### config.mk
export PLATFORM = sky130hd
export DESIGN_NAME = cs_addr_decoder
export DESIGN_NICKNAME = d
export VERILOG_FILES = /design/src/rtl/cs_dec_pkg.sv /design/src/rtl/cs_region_regs.sv /design/src/rtl/cs_region_match.sv /design/src/rtl/cs_prio_pick.sv /design/src/rtl/cs_addr_decoder.sv
export SDC_FILE = /design/constraint.sdc
export NUM_CORES = 1
export LEC_CHECK = 0
export BUFFER_PORTS_ARGS = -buffer_cell sky130_fd_sc_hd__clkbuf_2
export CORE_ASPECT_RATIO = 2
export CORE_UTILIZATION = 41
export DETAILED_ROUTE_END_ITERATION = 10
export PLACE_DENSITY = 0.75
export SLEW_MARGIN = 20
export SYNTH_ARGS = -nofsm -noshare
export SYNTH_HDL_FRONTEND = slang
export SYNTH_HIERARCHICAL = 1
export SYNTH_SLANG_ARGS = --single-unit
### constraint.sdc
create_clock -name clk -period 2.31 [get_ports clk]
set_input_delay 0.3465 -clock clk [delete_from_list [all_inputs] [get_ports clk]]
set_output_delay 0.3465 -clock clk [all_outputs]
set_load 0.01 [all_outputs]
### src/rtl/cs_dec_pkg.sv
package cs_dec_pkg;

  localparam int CMP_W = 16;
  localparam int CTRL_W = 16;
  localparam logic [31:0] CS_CTRL0_RST = 32'h003F_FD40;

  typedef struct packed {
    logic [1:0] aset;
    logic [1:0] rdah;
    logic [1:0] wrah;
    logic [5:0] ws;
    logic       mux;
    logic       aa;
    logic [1:0] ps;
  } cs_ctrl_t;

  typedef struct packed {
    logic [CMP_W-1:0] base;
    logic [CMP_W-1:0] mask;
    logic             wp;
    logic             valid;
    cs_ctrl_t         ctrl;
  } cs_region_t;

  function automatic logic region_hit(input logic [CMP_W-1:0] addr_hi,
                                      input logic [CMP_W-1:0] base,
                                      input logic [CMP_W-1:0] mask);
    return ((addr_hi ^ base) & ~mask) == '0;
  endfunction

  function automatic logic [31:0] base_word(input logic [CMP_W-1:0] base);
    return {base, 16'h0000};
  endfunction

  function automatic logic [31:0] mask_word(input logic [CMP_W-1:0] mask,
                                            input logic wp, input logic valid);
    return {mask, 7'b0, wp, 7'b0, valid};
  endfunction

  function automatic logic [31:0] ctrl_word(input cs_ctrl_t c);
    return {10'b0, c, 6'b0};
  endfunction

  function automatic cs_ctrl_t ctrl_field(input logic [31:0] w);
    return cs_ctrl_t'(w[21:6]);
  endfunction

endpackage

### src/rtl/cs_region_regs.sv
module cs_region_regs
  import cs_dec_pkg::*;
#(
  parameter int          REG_IDX  = 0,
  parameter int          OFS_W    = 5,
  parameter logic [31:0] CTRL_RST = 32'h0
) (
  input  logic             clk,
  input  logic             rst_n,
  input  logic             wr_en,
  input  logic [OFS_W-1:0] ofs,
  input  logic [31:0]      wdata,
  output cs_region_t       region,
  output logic [31:0]      rd_data
);

  localparam int BASE_OFS = REG_IDX * 12;
  localparam logic [OFS_W-1:0] OFS_B = OFS_W'(BASE_OFS);
  localparam logic [OFS_W-1:0] OFS_M = OFS_W'(BASE_OFS + 4);
  localparam logic [OFS_W-1:0] OFS_C = OFS_W'(BASE_OFS + 8);

  logic sel_b, sel_m, sel_c;
  logic unused_wbits;

  assign sel_b = (ofs == OFS_B);
  assign sel_m = (ofs == OFS_M);
  assign sel_c = (ofs == OFS_C);
  assign unused_wbits = ^{wdata[15:9], wdata[7:1], wdata[5:0]};

  always_ff @(posedge clk or negedge rst_n) begin
    if (!rst_n) begin
      region.base  <= '0;
      region.mask  <= '0;
      region.wp    <= 1'b0;
      region.valid <= 1'b0;
      region.ctrl  <= ctrl_field(CTRL_RST);
    end else if (wr_en) begin
      if (sel_b) region.base <= wdata[31:16];
      if (sel_m) begin
        region.mask  <= wdata[31:16];
        region.wp    <= wdata[8];
        region.valid <= wdata[0];
      end
      if (sel_c) region.ctrl <= ctrl_field(wdata);
    end
  end

  always_comb begin
    rd_data = '0;
    if (sel_b) rd_data = base_word(region.base);
    if (sel_m) rd_data = mask_word(region.mask, region.wp, region.valid);
    if (sel_c) rd_data = ctrl_word(region.ctrl);
  end

endmodule

### src/rtl/cs_region_match.sv
module cs_region_match
  import cs_dec_pkg::*;
(
  input  logic [CMP_W-1:0] addr_hi,
  input  logic [CMP_W-1:0] base,
  input  logic [CMP_W-1:0] mask,
  input  logic             valid,
  input  logic             armed,
  output logic             hit
);

  assign hit = armed & valid & region_hit(addr_hi, base, mask);

endmodule

### src/rtl/cs_prio_pick.sv
module cs_prio_pick #(
  parameter int N = 2
) (
  input  logic [N-1:0] req,
  output logic [N-1:0] grant
);

  always_comb begin
    logic taken;
    taken = 1'b0;
    grant = '0;
    for (int i = 0; i < N; i++) begin
      if (req[i] && !taken) begin
        grant[i] = 1'b1;
        taken    = 1'b1;
      end
    end
  end

endmodule

### src/rtl/cs_addr_decoder.sv
module cs_addr_decoder
  import cs_dec_pkg::*;
#(
  parameter int NUM_REGIONS = 2,
  parameter int ADDR_W      = 32,
  parameter int OFS_W       = 5
) (
  input  logic                   clk,
  input  logic                   rst_n,
  input  logic                   reg_wr,
  input  logic [OFS_W-1:0]       reg_ofs,
  input  logic [31:0]            reg_wdata,
  output logic [31:0]            reg_rdata,
  input  logic                   acc_req,
  input  logic                   acc_write,
  input  logic [ADDR_W-1:0]      acc_addr,
  output logic [NUM_REGIONS-1:0] cs_o,
  output logic                   bus_err_o,
  output logic [1:0]             aset_o,
  output logic [1:0]             rdah_o,
  output logic [1:0]             wrah_o,
  output logic [5:0]             ws_o,
  output logic                   mux_o,
  output logic                   aa_o,
  output logic [1:0]             ps_o
);

  localparam int LOW_W = ADDR_W - CMP_W;

  cs_region_t                   rgn      [NUM_REGIONS];
  logic       [31:0]            rd_part  [NUM_REGIONS];
  logic       [NUM_REGIONS-1:0] hit_vec;
  logic       [NUM_REGIONS-1:0] grant;
  logic       [NUM_REGIONS-1:0] valid_vec;
  logic       [NUM_REGIONS-1:0] wp_vec;
  logic       [CMP_W-1:0]       addr_hi;
  logic                         armed_q, armed_now;
  logic                         wp_block;
  cs_ctrl_t                     sel_ctrl;
  logic       [NUM_REGIONS-1:0] cs_d;
  cs_ctrl_t                     ctrl_d, ctrl_q;
  logic                         unused_addr;

  assign addr_hi     = acc_addr[ADDR_W-1 -: CMP_W];
  assign unused_addr = ^acc_addr[LOW_W-1:0];

  for (genvar g = 0; g < NUM_REGIONS; g++) begin : g_region
    cs_region_regs #(
      .REG_IDX (g),
      .OFS_W   (OFS_W),
      .CTRL_RST((g == 0) ? CS_CTRL0_RST : 32'h0)
    ) u_regs (
      .clk    (clk),
      .rst_n  (rst_n),
      .wr_en  (reg_wr),
      .ofs    (reg_ofs),
      .wdata  (reg_wdata),
      .region (rgn[g]),
      .rd_data(rd_part[g])
    );

    cs_region_match u_match (
      .addr_hi(addr_hi),
      .base   (rgn[g].base),
      .mask   (rgn[g].mask),
      .valid  (rgn[g].valid),
      .armed  (armed_now),
      .hit    (hit_vec[g])
    );

    assign valid_vec[g] = rgn[g].valid;
    assign wp_vec[g]    = rgn[g].wp;
  end

  cs_prio_pick #(.N(NUM_REGIONS)) u_pick (
    .req  (hit_vec),
    .grant(grant)
  );

  // Sticky enable: opens once region 0 has been valid, stays open until reset.
  assign armed_now = armed_q | rgn[0].valid;

  always_ff @(posedge clk or negedge rst_n) begin
    if (!rst_n) armed_q <= 1'b0;
    else        armed_q <= armed_now;
  end

  always_comb begin
    reg_rdata = '0;
    sel_ctrl  = '0;
    for (int i = 0; i < NUM_REGIONS; i++) begin
      reg_rdata = reg_rdata | rd_part[i];
      if (grant[i]) sel_ctrl = sel_ctrl | rgn[i].ctrl;
    end
  end

  assign wp_block = acc_write & |(grant & wp_vec);
  assign cs_d     = wp_block ? '0 : grant;
  assign ctrl_d   = (|cs_d) ? sel_ctrl : '0;

  always_ff @(posedge clk or negedge rst_n) begin
    if (!rst_n) begin
      cs_o      <= '0;
      bus_err_o <= 1'b0;
      ctrl_q    <= '0;
    end else if (acc_req) begin
      cs_o      <= cs_d;
      bus_err_o <= wp_block;
      ctrl_q    <= ctrl_d;
    end else begin
      cs_o      <= '0;
      bus_err_o <= 1'b0;
      ctrl_q    <= '0;
    end
  end

  assign aset_o = ctrl_q.aset;
  assign rdah_o = ctrl_q.rdah;
  assign wrah_o = ctrl_q.wrah;
  assign ws_o   = ctrl_q.ws;
  assign mux_o  = ctrl_q.mux;
  assign aa_o   = ctrl_q.aa;
  assign ps_o   = ctrl_q.ps;

endmodule

# == Word-level counts from Yosys, hierarchy flattened ==
# Cells that the tools add are included.
# W data, S select, Z words.
# totals
regBits,120
input_bits,74
out_inout_bits,51
wordCells,80
# op_classes
n_eq_ne,5
mux,15
bitwise_logic,15
n_reduce_logical,13
# ops
cell,n
$mux W32,6
$mux W16,4
$and A16 B16 Y16,2
$logic_not A16 Y1,2
$not A16 Y16,2
$or A32 B32 Y32,1
$xor A16 B16 Y16,2
$or A16 B16 Y16,1
$reduce_and A2 Y1,6
$eq A5 B4 Y1 const B,2
$eq A5 B5 Y1 const B,2
$and A1 B1 Y1,5
$eq A5 B3 Y1 const B,1
$logic_not A5 Y1,1
$mux W2,2
$reduce_or A2 Y1,2
$mux W1,3
$and A2 B2 Y2,1
$logic_and A1 B1 Y1,1
$logic_not A1 Y1,1
$or A1 B1 Y1,1

# == Longest topological paths before layout ==
# Gate-level depths: netlist (run 1).
# depth
ltp_word,15
ltp_mapped,9
mapped_depth_nobuf,7

# == Modules after synthesis ==
# Netlist (run 1), hierarchy kept.
# by_module_without_submodules
mod,instances,cells_each,area_each_um2,seq_area_each_um2
cs_region_regs (g_region[0].u_regs),1,167,2372.3,1268.7
cs_region_regs (g_region[1].u_regs),1,172,2361.0,1251.2
cs_addr_decoder,1,102,1112.3,500.5
cs_region_match,2,28,220.2,0.0
cs_prio_pick,1,2,21.3,0.0

# == Worst setup path after synthesis (run 1) ==
# No wires, ideal clock.
# synth_path
kind,flip-flop to flip-flop
from,reg g_region[0].u_regs/region[39] (netlist name)
to,"reg ctrl_q, in the netlist aset_o[0]"
t_arrival_ns,2.200
path_slack_ns,0.023
stages_incl_launch_ff,10
synth_period_minus_slack_ns,2.287
path_cell_list,dfrtp_1 xnor2_1 o22ai_1 or4_1 nor3_2 nor2b_4 buf_4 a22o_4 buf_6 a211oi_2
# synth_between
elab_chain_cells,15
elab_cells_between_ends,18
cone_classes,7 x mux; 6 x bitwise; 5 x reduce/logical
# synth_rtl
item,line,source
$xor A16 B16 Y16 *,cs_dec_pkg.sv:28,return ((addr_hi ^ base) & ~mask) == '0;
$and A16 B16 Y16 *,cs_dec_pkg.sv:28,
$logic_not A16 Y1 *,cs_dec_pkg.sv:28,
$and A1 B1 Y1 *,cs_region_match.sv:12,"assign hit = armed & valid & region_hit(addr_hi, base, mask);"
via hit_vec[0],cs_addr_decoder.sv:32,logic [NUM_REGIONS-1:0] hit_vec;
$mux W1 *,cs_prio_pick.sv:13,if (req[i] && !taken) begin
$logic_not A1 Y1 *,cs_prio_pick.sv:13,
$logic_and A1 B1 Y1 *,cs_prio_pick.sv:13,
$mux W1 *,cs_prio_pick.sv:13,
via grant[1],cs_addr_decoder.sv:33,logic [NUM_REGIONS-1:0] grant;
$and A2 B2 Y2,cs_addr_decoder.sv:97,assign wp_block = acc_write & |(grant & wp_vec);
$reduce_or A2 Y1,cs_addr_decoder.sv:97,
$and A1 B1 Y1,cs_addr_decoder.sv:97,
$mux W2,cs_addr_decoder.sv:98,assign cs_d = wp_block ? '0 : grant;
$reduce_or A2 Y1,cs_addr_decoder.sv:99,assign ctrl_d = (|cs_d) ? sel_ctrl : '0;
$mux W16 *,cs_addr_decoder.sv:99,
$mux W16 *,cs_addr_decoder.sv:106,end else if (acc_req) begin
end signal: assignment,cs_addr_decoder.sv:109,ctrl_q <= ctrl_d;
end: declaration,cs_addr_decoder.sv:41,"cs_ctrl_t ctrl_d, ctrl_q;"
# Mark *: on every way through the listed nets, which the timed path passes. The rest lies on a longest branch.
# A chain may end at the register's enable or synchronous reset.

# == Final worst setup path (run 1) ==
# layout_path
from,reg g_region[0].u_regs/region[49] (netlist name)
to,"reg ctrl_q, in the netlist ws_o[1]"
# layout_between
elab_chain_cells,15
elab_cells_between_ends,18
cone_classes,7 x mux; 6 x bitwise; 5 x reduce/logical
# layout_rtl
item,line
$xor A16 B16 Y16 *,cs_dec_pkg.sv:28
$and A16 B16 Y16 *,cs_dec_pkg.sv:28
$logic_not A16 Y1 *,cs_dec_pkg.sv:28
$and A1 B1 Y1 *,cs_region_match.sv:12
via hit_vec[0],cs_addr_decoder.sv:32
$mux W1 *,cs_prio_pick.sv:13
$logic_not A1 Y1 *,cs_prio_pick.sv:13
$logic_and A1 B1 Y1 *,cs_prio_pick.sv:13
$mux W1 *,cs_prio_pick.sv:13
via grant[1],cs_addr_decoder.sv:33
$and A2 B2 Y2,cs_addr_decoder.sv:97
$reduce_or A2 Y1,cs_addr_decoder.sv:97
$and A1 B1 Y1,cs_addr_decoder.sv:97
$mux W2,cs_addr_decoder.sv:98
$reduce_or A2 Y1,cs_addr_decoder.sv:99
$mux W16 *,cs_addr_decoder.sv:99
$mux W16 *,cs_addr_decoder.sv:106
# Marked as above.

==> metrics.txt, run 1 <==
initial antenna violation count 0; pin count of the biggest net entering global routing 63; Detailed Routing Iterations Pass 1 4; R2R depth 7; clk_skew 0.0130 ns; area delta synth->final 24.4%; Max Cap Viol 0; Synth top cells by count dfrtp_1 (106), mux2_2 (70), or2_2 (33), xnor2_1 (32); H-tree Lvls 4; FF-to-FF End ws_o[1]$_DFF_PN0_; # diodes 0; CP cell instances xnor2_1, o22ai_2, or4_4, nor3_4, nor2b_4, a22o_4, a211oi_2; Slew Viols, Final 0; status completed; 1st-iter DRT viols 198; cell taking the most area after synthesis dfrtp_1; Setup WS post-layout 0.0318 ns; Seq/Total Area, Yosys 47.9%; predominant post-synthesis flop cell dfrtp_1; first-pass GRT wire length 25.4 mm; average wire per standard cell 19.6 microns; hold endpoint g_region[0].u_regs/region[8]$_DFFE_PN1P_; later-pin clock latency in the skew report 0.41 ns; Clock Pin Slew Worst Setup and Hold Paths 0.06 ns; die height 177 microns; Via density 5.41; Detailed Place HPWL 11.7 mm; Fmax achieved 439 MHz; top cells by area, synth dfrtp_1 (42%), mux2_2 (12%), dfstp_2 (5.8%); critical path launch point type register; Final Wtd Congestion 0.835; top-count cell post-synth dfrtp_1; Clock Tree Buf Depth 2; I/O Buffers 98; Distinct cells, synth 45; fraction of registers with async set/reset 100%; TritonCTS buffer count 17; VDD IR max 0.577 mV; Final Hold Viols 0; worst path required time 2.62 ns; share of the synthesized area in the top cell type 42.1%; io pins 125; core area 0.0149 sq mm; fin crit period 2.28 ns; Overall Power 6180 uW; Die ar. 0.0159 sq mm; vias in the first global route 4,846; pre-CTS setup slack -0.113 ns; Crit-path slowest cell or4_4; Cells after DPL 795; setup slack, reg-to-reg 0.03 ns; Slew @ Worst Pin 0.773 ns; EDFF count, synth 0; number of synthesis warnings 6; Post-Route WL 16.3 mm; relative slew slack 48.4%; Syn Area/Cell 12.6 sq um; worst-path fanout max 6; Post-DRT Antenna Nets 0; Cells after Synth 499; net count reported at finish 699; worst hold-check path type in2reg; slowest stage delay, CP 0.55 ns; total track usage 20.9%; RSZ-0062 raised after global routing yes; CTS tree done; CTS sink count 120; type of the worst setup path reg2reg; Worst EP arrival 2.59 ns; die width 89.7 microns; starting density of the core 42.3%; Pwr per Cell Area 787 mW/mm^2; root buffer selected by CTS clkbuf_16; Crit. End Element register; hold path start reg_wdata[14]; gr ovfl total 0; via count 4,504; #FFs+latches synth 120; Post-Syn Area 0.00631 sq mm; Residual DRC 0; Final Cycle Share 98.6%; fin util 52.7%; setup TNS 0 ns; final-report setup violation count 0; hold depth 2; share of layout cells above drive strength 1 54.7%; final cell count without fillers 833; R2R Path Start g_region[0].u_regs/region[49]$_DFFE_PN0P_; # rows 63; Static Leak 0.00380 uW
==> worst max-delay path: cells and delay by family (launching register included) <==
kind | cells | cell delay (ns)
AND/OR/NAND/NOR | 3 | 0.92
AO/OA/AOI/OAI | 3 | 0.64
flip-flops | 1 | 0.41
XOR/XNOR | 1 | 0.20
==> how the worst max path moves through the flow <==
| stage | to | cells past startpoint | slack (ns) | start |
|---|---|---|---|---|
| 2_1_floorplan | aset_o[0]$_DFF_PN0_ | 9 | 0.02 | g_region[0].u_regs/region[39]$_DFFE_PN0P_ |
| 5_1_grt | ws_o[3]$_DFF_PN0_ | 7 | -0.05 | g_region[0].u_regs/region[49]$_DFFE_PN0P_ |
| 6_report | ws_o[1]$_DFF_PN0_ | 7 | 0.03 | g_region[0].u_regs/region[49]$_DFFE_PN0P_ |
| 4_1_cts | ws_o[3]$_DFF_PN0_ | 7 | -0.01 | g_region[0].u_regs/region[43]$_DFFE_PN0P_ |
| 3_5_place_dp | ps_o[1]$_DFF_PN0_ | 8 | -0.11 | acc_addr[25] |
| 3_3_place_gp | mux_o$_DFF_PN0_ | 8 | -0.05 | acc_addr[25] |
==> layout by cell type (no fill, tap or decap), drive strengths merged <==
| cell type | count |
|---|---|
| a21o | 2 |
| clkinv | 8 |
| a22o | 13 |
| or4b | 3 |
| nand2 | 11 |
| mux2i | 17 |
| clkinvlp | 3 |
| nand2b | 1 |
| a21oi | 2 |
| nor2b | 2 |
| dfstp | 14 |
| dlygate4sd3 | 1 |
| o21a | 6 |
| conb | 10 |
| clkbuf | 118 |
| nor4 | 2 |
| dfrtp | 106 |
| nand3 | 1 |
| and2 | 9 |
| o2bb2ai | 6 |
| a22oi | 16 |
| inv | 2 |
| nor2 | 23 |
| o211ai | 2 |
| or2 | 33 |
| mux2 | 100 |
| a211oi | 16 |
| nor4b | 1 |
| xnor2 | 32 |
| and3 | 13 |
| nor3 | 2 |
| buf | 37 |
| a32o | 1 |
| or4 | 5 |
| o22ai | 20 |
==> timing repair <==
| item | in CTS | in global routing |
|---|---|---|
| setup buffers | 0 | 2 |
| cloned | 1 | 2 |
| gates resized for setup | 5 | 27 |
| hold buffers | 1 | 0 |
| pin swaps | 1 | 37 |
| hold endpoints to repair | 28 | 0 |
| setup endpoints to repair | 17 | 21 |
==> cell type report <==
type / instances / area [sq um]
fillers: 1262 / 7050
multi-input cells: 349 / 3210
flip-flops and latches: 120 / 3020
repair buffers: 135 / 838
clock buffers: 21 / 450
well taps: 195 / 244
clock inverters: 11 / 77.6
inverters: 2 / 7.51
==> kinds of logic (layout without fill, tap and decap cells) <==
logic type,Yosys count,count (layout),synth area share [%]
XOR/XNOR,32,32,4.44
multiplexers,117,117,21.7
flip-flops,120,120,47.9
buffers and inverters,40,169,4.36
other,2,10,0.119
AO/OA/AOI/OAI,82,84,10.6
AND/OR/NAND/NOR,106,106,10.9
==> power breakdown <==
part           internal (uW)  switching (uW)  total (uW)
sequential              2490             330        2820
combinational            596             439        1040
clock                   1390             932        2330
total                   4470            1700        6180
==> layer usage <==
layer | global-route usage (%) | up-vias | share of wire, %
li1 | - | 2053 | -
met5 | 0 | - | 0
met2 | 40.9 | 129 | 57
met1 | 20.4 | 2293 | 36
met3 | 4.50 | 29 | 3.7
met4 | 10.1 | 0 | 2.9
==> flip-flops by register name, indices dropped and copies added (netlist names) <==
| signal | flops |
|---|---|
| bus_err_o | 1 |
| ps_o | 2 |
| cs_o | 2 |
| rdah_o | 2 |
| wrah_o | 2 |
| armed_q | 1 |
| g_region.u_regs/region | 100 |
| aset_o | 2 |
| mux_o | 1 |
| aa_o | 1 |
| ws_o | 6 |
==> metrics by stage <==
step	area, sq um	hold WS, ns
3_5_place_dp	7100	0.339
3_3_place_gp	7100	0.325
6_report	7850	0.181
5_1_grt	7850	0.173
4_1_cts	7670	0.167
2_1_floorplan	6340	0.0509
(Power assumes the default switching activity.)
==> inputs of run 2 (changes only) <==
--- a/config.mk
+++ b/config.mk
@@ -9,7 +9,7 @@
 export CORE_ASPECT_RATIO = 2
 export CORE_UTILIZATION = 41
 export DETAILED_ROUTE_END_ITERATION = 10
-export PLACE_DENSITY = 0.75
+export PLACE_DENSITY_LB_ADDON = 0.1
 export SLEW_MARGIN = 20
 export SYNTH_ARGS = -nofsm -noshare
 export SYNTH_HDL_FRONTEND = slang
==> run 2 against run 1 <==
Net effect: flip-flop and latch count is the same; worst setup slack gained 0.0097 ns; clock skew shrank 0.0073 ns; critical endpoint is now rdah_o[0]$_DFF_PN0_.
==> metrics.txt, run 2 (synthesis results as in run 1) <==
fill count 1,331; pre-CTS setup slack -0.166 ns; Post-DRT Antenna Nets 0; Static Leak 0.00385 uW; area delta synth->final 26.7%; fin util 53.6%; io pins 125; Slew Viols, Final 0; setup TNS 0 ns; Residual DRC 0; Detailed Routing Iterations Pass 1 4; Crit-path slowest cell or4_4; initial antenna violation count 0; crit path to rdah_o[0]$_DFF_PN0_; Detailed Place HPWL 11.4 mm; first-pass GRT wire length 25.6 mm; slowest stage delay, CP 0.55 ns; die height 177 microns; Clock Tree Buf Depth 2; critical path's top delay family simple AND/OR/NAND/NOR gates; vias in the first global route 4,770; # diodes 0; CTS tree done; I/O Buffers 98; share of layout cells above drive strength 1 56.3%; CP cell instances xnor2_1, o22ai_2, or4_4, nor3_4, nor2b_4, buf_6, a22oi_1, a211oi_2; 1st-iter DRT viols 183; critical path launch point type register; via count 4,371; Pwr per Cell Area 795 mW/mm^2; relative slew slack 46.4%; average wire per standard cell 19.7 microns; pin count of the biggest net entering global routing 40; gr ovfl total 0; worst hold slack 0.187 ns; net count reported at finish 699; CTS sink count 120; worst-path fanout max 8; H-tree Lvls 4; FF-to-FF End rdah_o[0]$_DFF_PN0_; TritonCTS buffer count 17; later-pin clock latency in the skew report 0.41 ns; total track usage 21.4%; R2R depth 8; core area 0.0149 sq mm; max reg flops 100; die width 89.7 microns; most frequent cells in the layout dfrtp_1 (106), clkbuf_2 (97), mux2_2 (70); commonest non-fill, non-tap cell in the layout dfrtp_1; Fmax achieved 441 MHz; type of the worst setup path reg2reg; R2R Path Start g_region[1].u_regs/region[41]$_DFFE_PN0P_; setup slack, reg-to-reg 0.04 ns; Final Hold Viols 0; Post-Route WL 16.4 mm; Die ar. 0.0159 sq mm; Setup WS post-layout 0.0415 ns; starting density of the core 42.3%; CP Depth 8; worst path bufs/invs 1; Worst EP arrival 2.59 ns; VDD IR max 0.500 mV; worst path required time 2.63 ns; Final Cycle Share 98.2%; root buffer selected by CTS clkbuf_16; RSZ-0062 raised after global routing yes; Final Wtd Congestion 0.743; Max Cap Viol 0; status completed; Most flops, register g_region.u_regs/region; Slew @ Worst Pin 0.803 ns; worst hold-check path type in2reg; Via density 5.25; fin crit period 2.27 ns; Crit. End Element register; Clock Pin Slew Worst Setup and Hold Paths 0.05 ns; final-report setup violation count 0; clk_skew 0.00566 ns; # rows 63; CP startpoint g_region[1].u_regs/region[41]$_DFFE_PN0P_
## run 2: cell types whose count changed in the layout (fill, tap and decap cells not counted), sizes merged
cell | before | now
bufinv | 0 | 1
clkbuf | 118 | 122
clkinv | 8 | 3
## run 2: final cells by class
class                           count  area [sq um]  share of cell area (%)
Clock inverter                      7          67.6                   0.846
Clock buffer                       25           495                    6.20
Tap cell                          195           244                    3.05
Multi-Input combinational cell    349          3270                    40.9
Sequential cell                   120          3020                    37.8
Inverter                            2          7.51                  0.0940
Timing Repair Buffer              135           888                    11.1
## run 2: through the flow
| stage | instance area (sq um) | cells | power (uW) |
|---|---|---|---|
| 3_3_place_gp | 7150 | 795 | 3740 |
| 6_report | 7990 | 833 | 6360 |
| 5_1_grt | 7990 | 833 | 6650 |
| 2_1_floorplan | 6340 | 507 | 3400 |
| 4_1_cts | 7790 | 830 | 6360 |
| 3_5_place_dp | 7150 | 795 | 3800 |
## run 2: worst min path at each step
| stage | startpoint | endpoint | slack [ns] | depth (start not counted) |
|---|---|---|---|---|
| after global placement | rst_n | g_region[1].u_regs/region[4]$_DFFE_PN0P_ | 0.36 | 1 |
| after global routing | reg_wdata[10] | g_region[0].u_regs/region[4]$_DFFE_PN1P_ | 0.18 | 2 |
| after floorplan | rst_n | aa_o$_DFF_PN0_ | 0.05 | 0 |
| final | acc_req | cs_o[1]$_DFF_PN0_ | 0.19 | 3 |
| after detailed placement | rst_n | g_region[1].u_regs/region[4]$_DFFE_PN0P_ | 0.38 | 1 |
| after CTS | acc_req | cs_o[1]$_DFF_PN0_ | 0.17 | 3 |
## run 2: worst register-to-register path: cells and delay by family, from the launching register on
kind            cells  cell delay (ns)
buf+inv             1             0.20
flops               1             0.39
simple gates        3             1.08
xor+xnor            1             0.17
compound gates      3             0.36
## run 2: report_power, final
group	switching (uW)	internal [uW]	leakage [uW]	total, uW
registers	333	2490	0.00152	2820
logic	441	613	0.00206	1050
clock network	895	1590	0.000269	2480
## run 2: what timing repair did
item                                    CTS  global route
hold buffers                              1             0
pin swaps                                 4            44
endpoints found under the setup margin   17            20
cloned                                    2             1
resized for setup                        10            33
endpoints found under the hold margin    31             0
buffers inserted                          0             2
## run 2: routing by layer
metal	up-vias	track usage, %	routed length [microns]
met5	-	0	0
met4	0	11.9	774
met3	42	5.10	607
met2	114	39.6	8870
met1	2163	22.0	6140
li1	2052	-	-
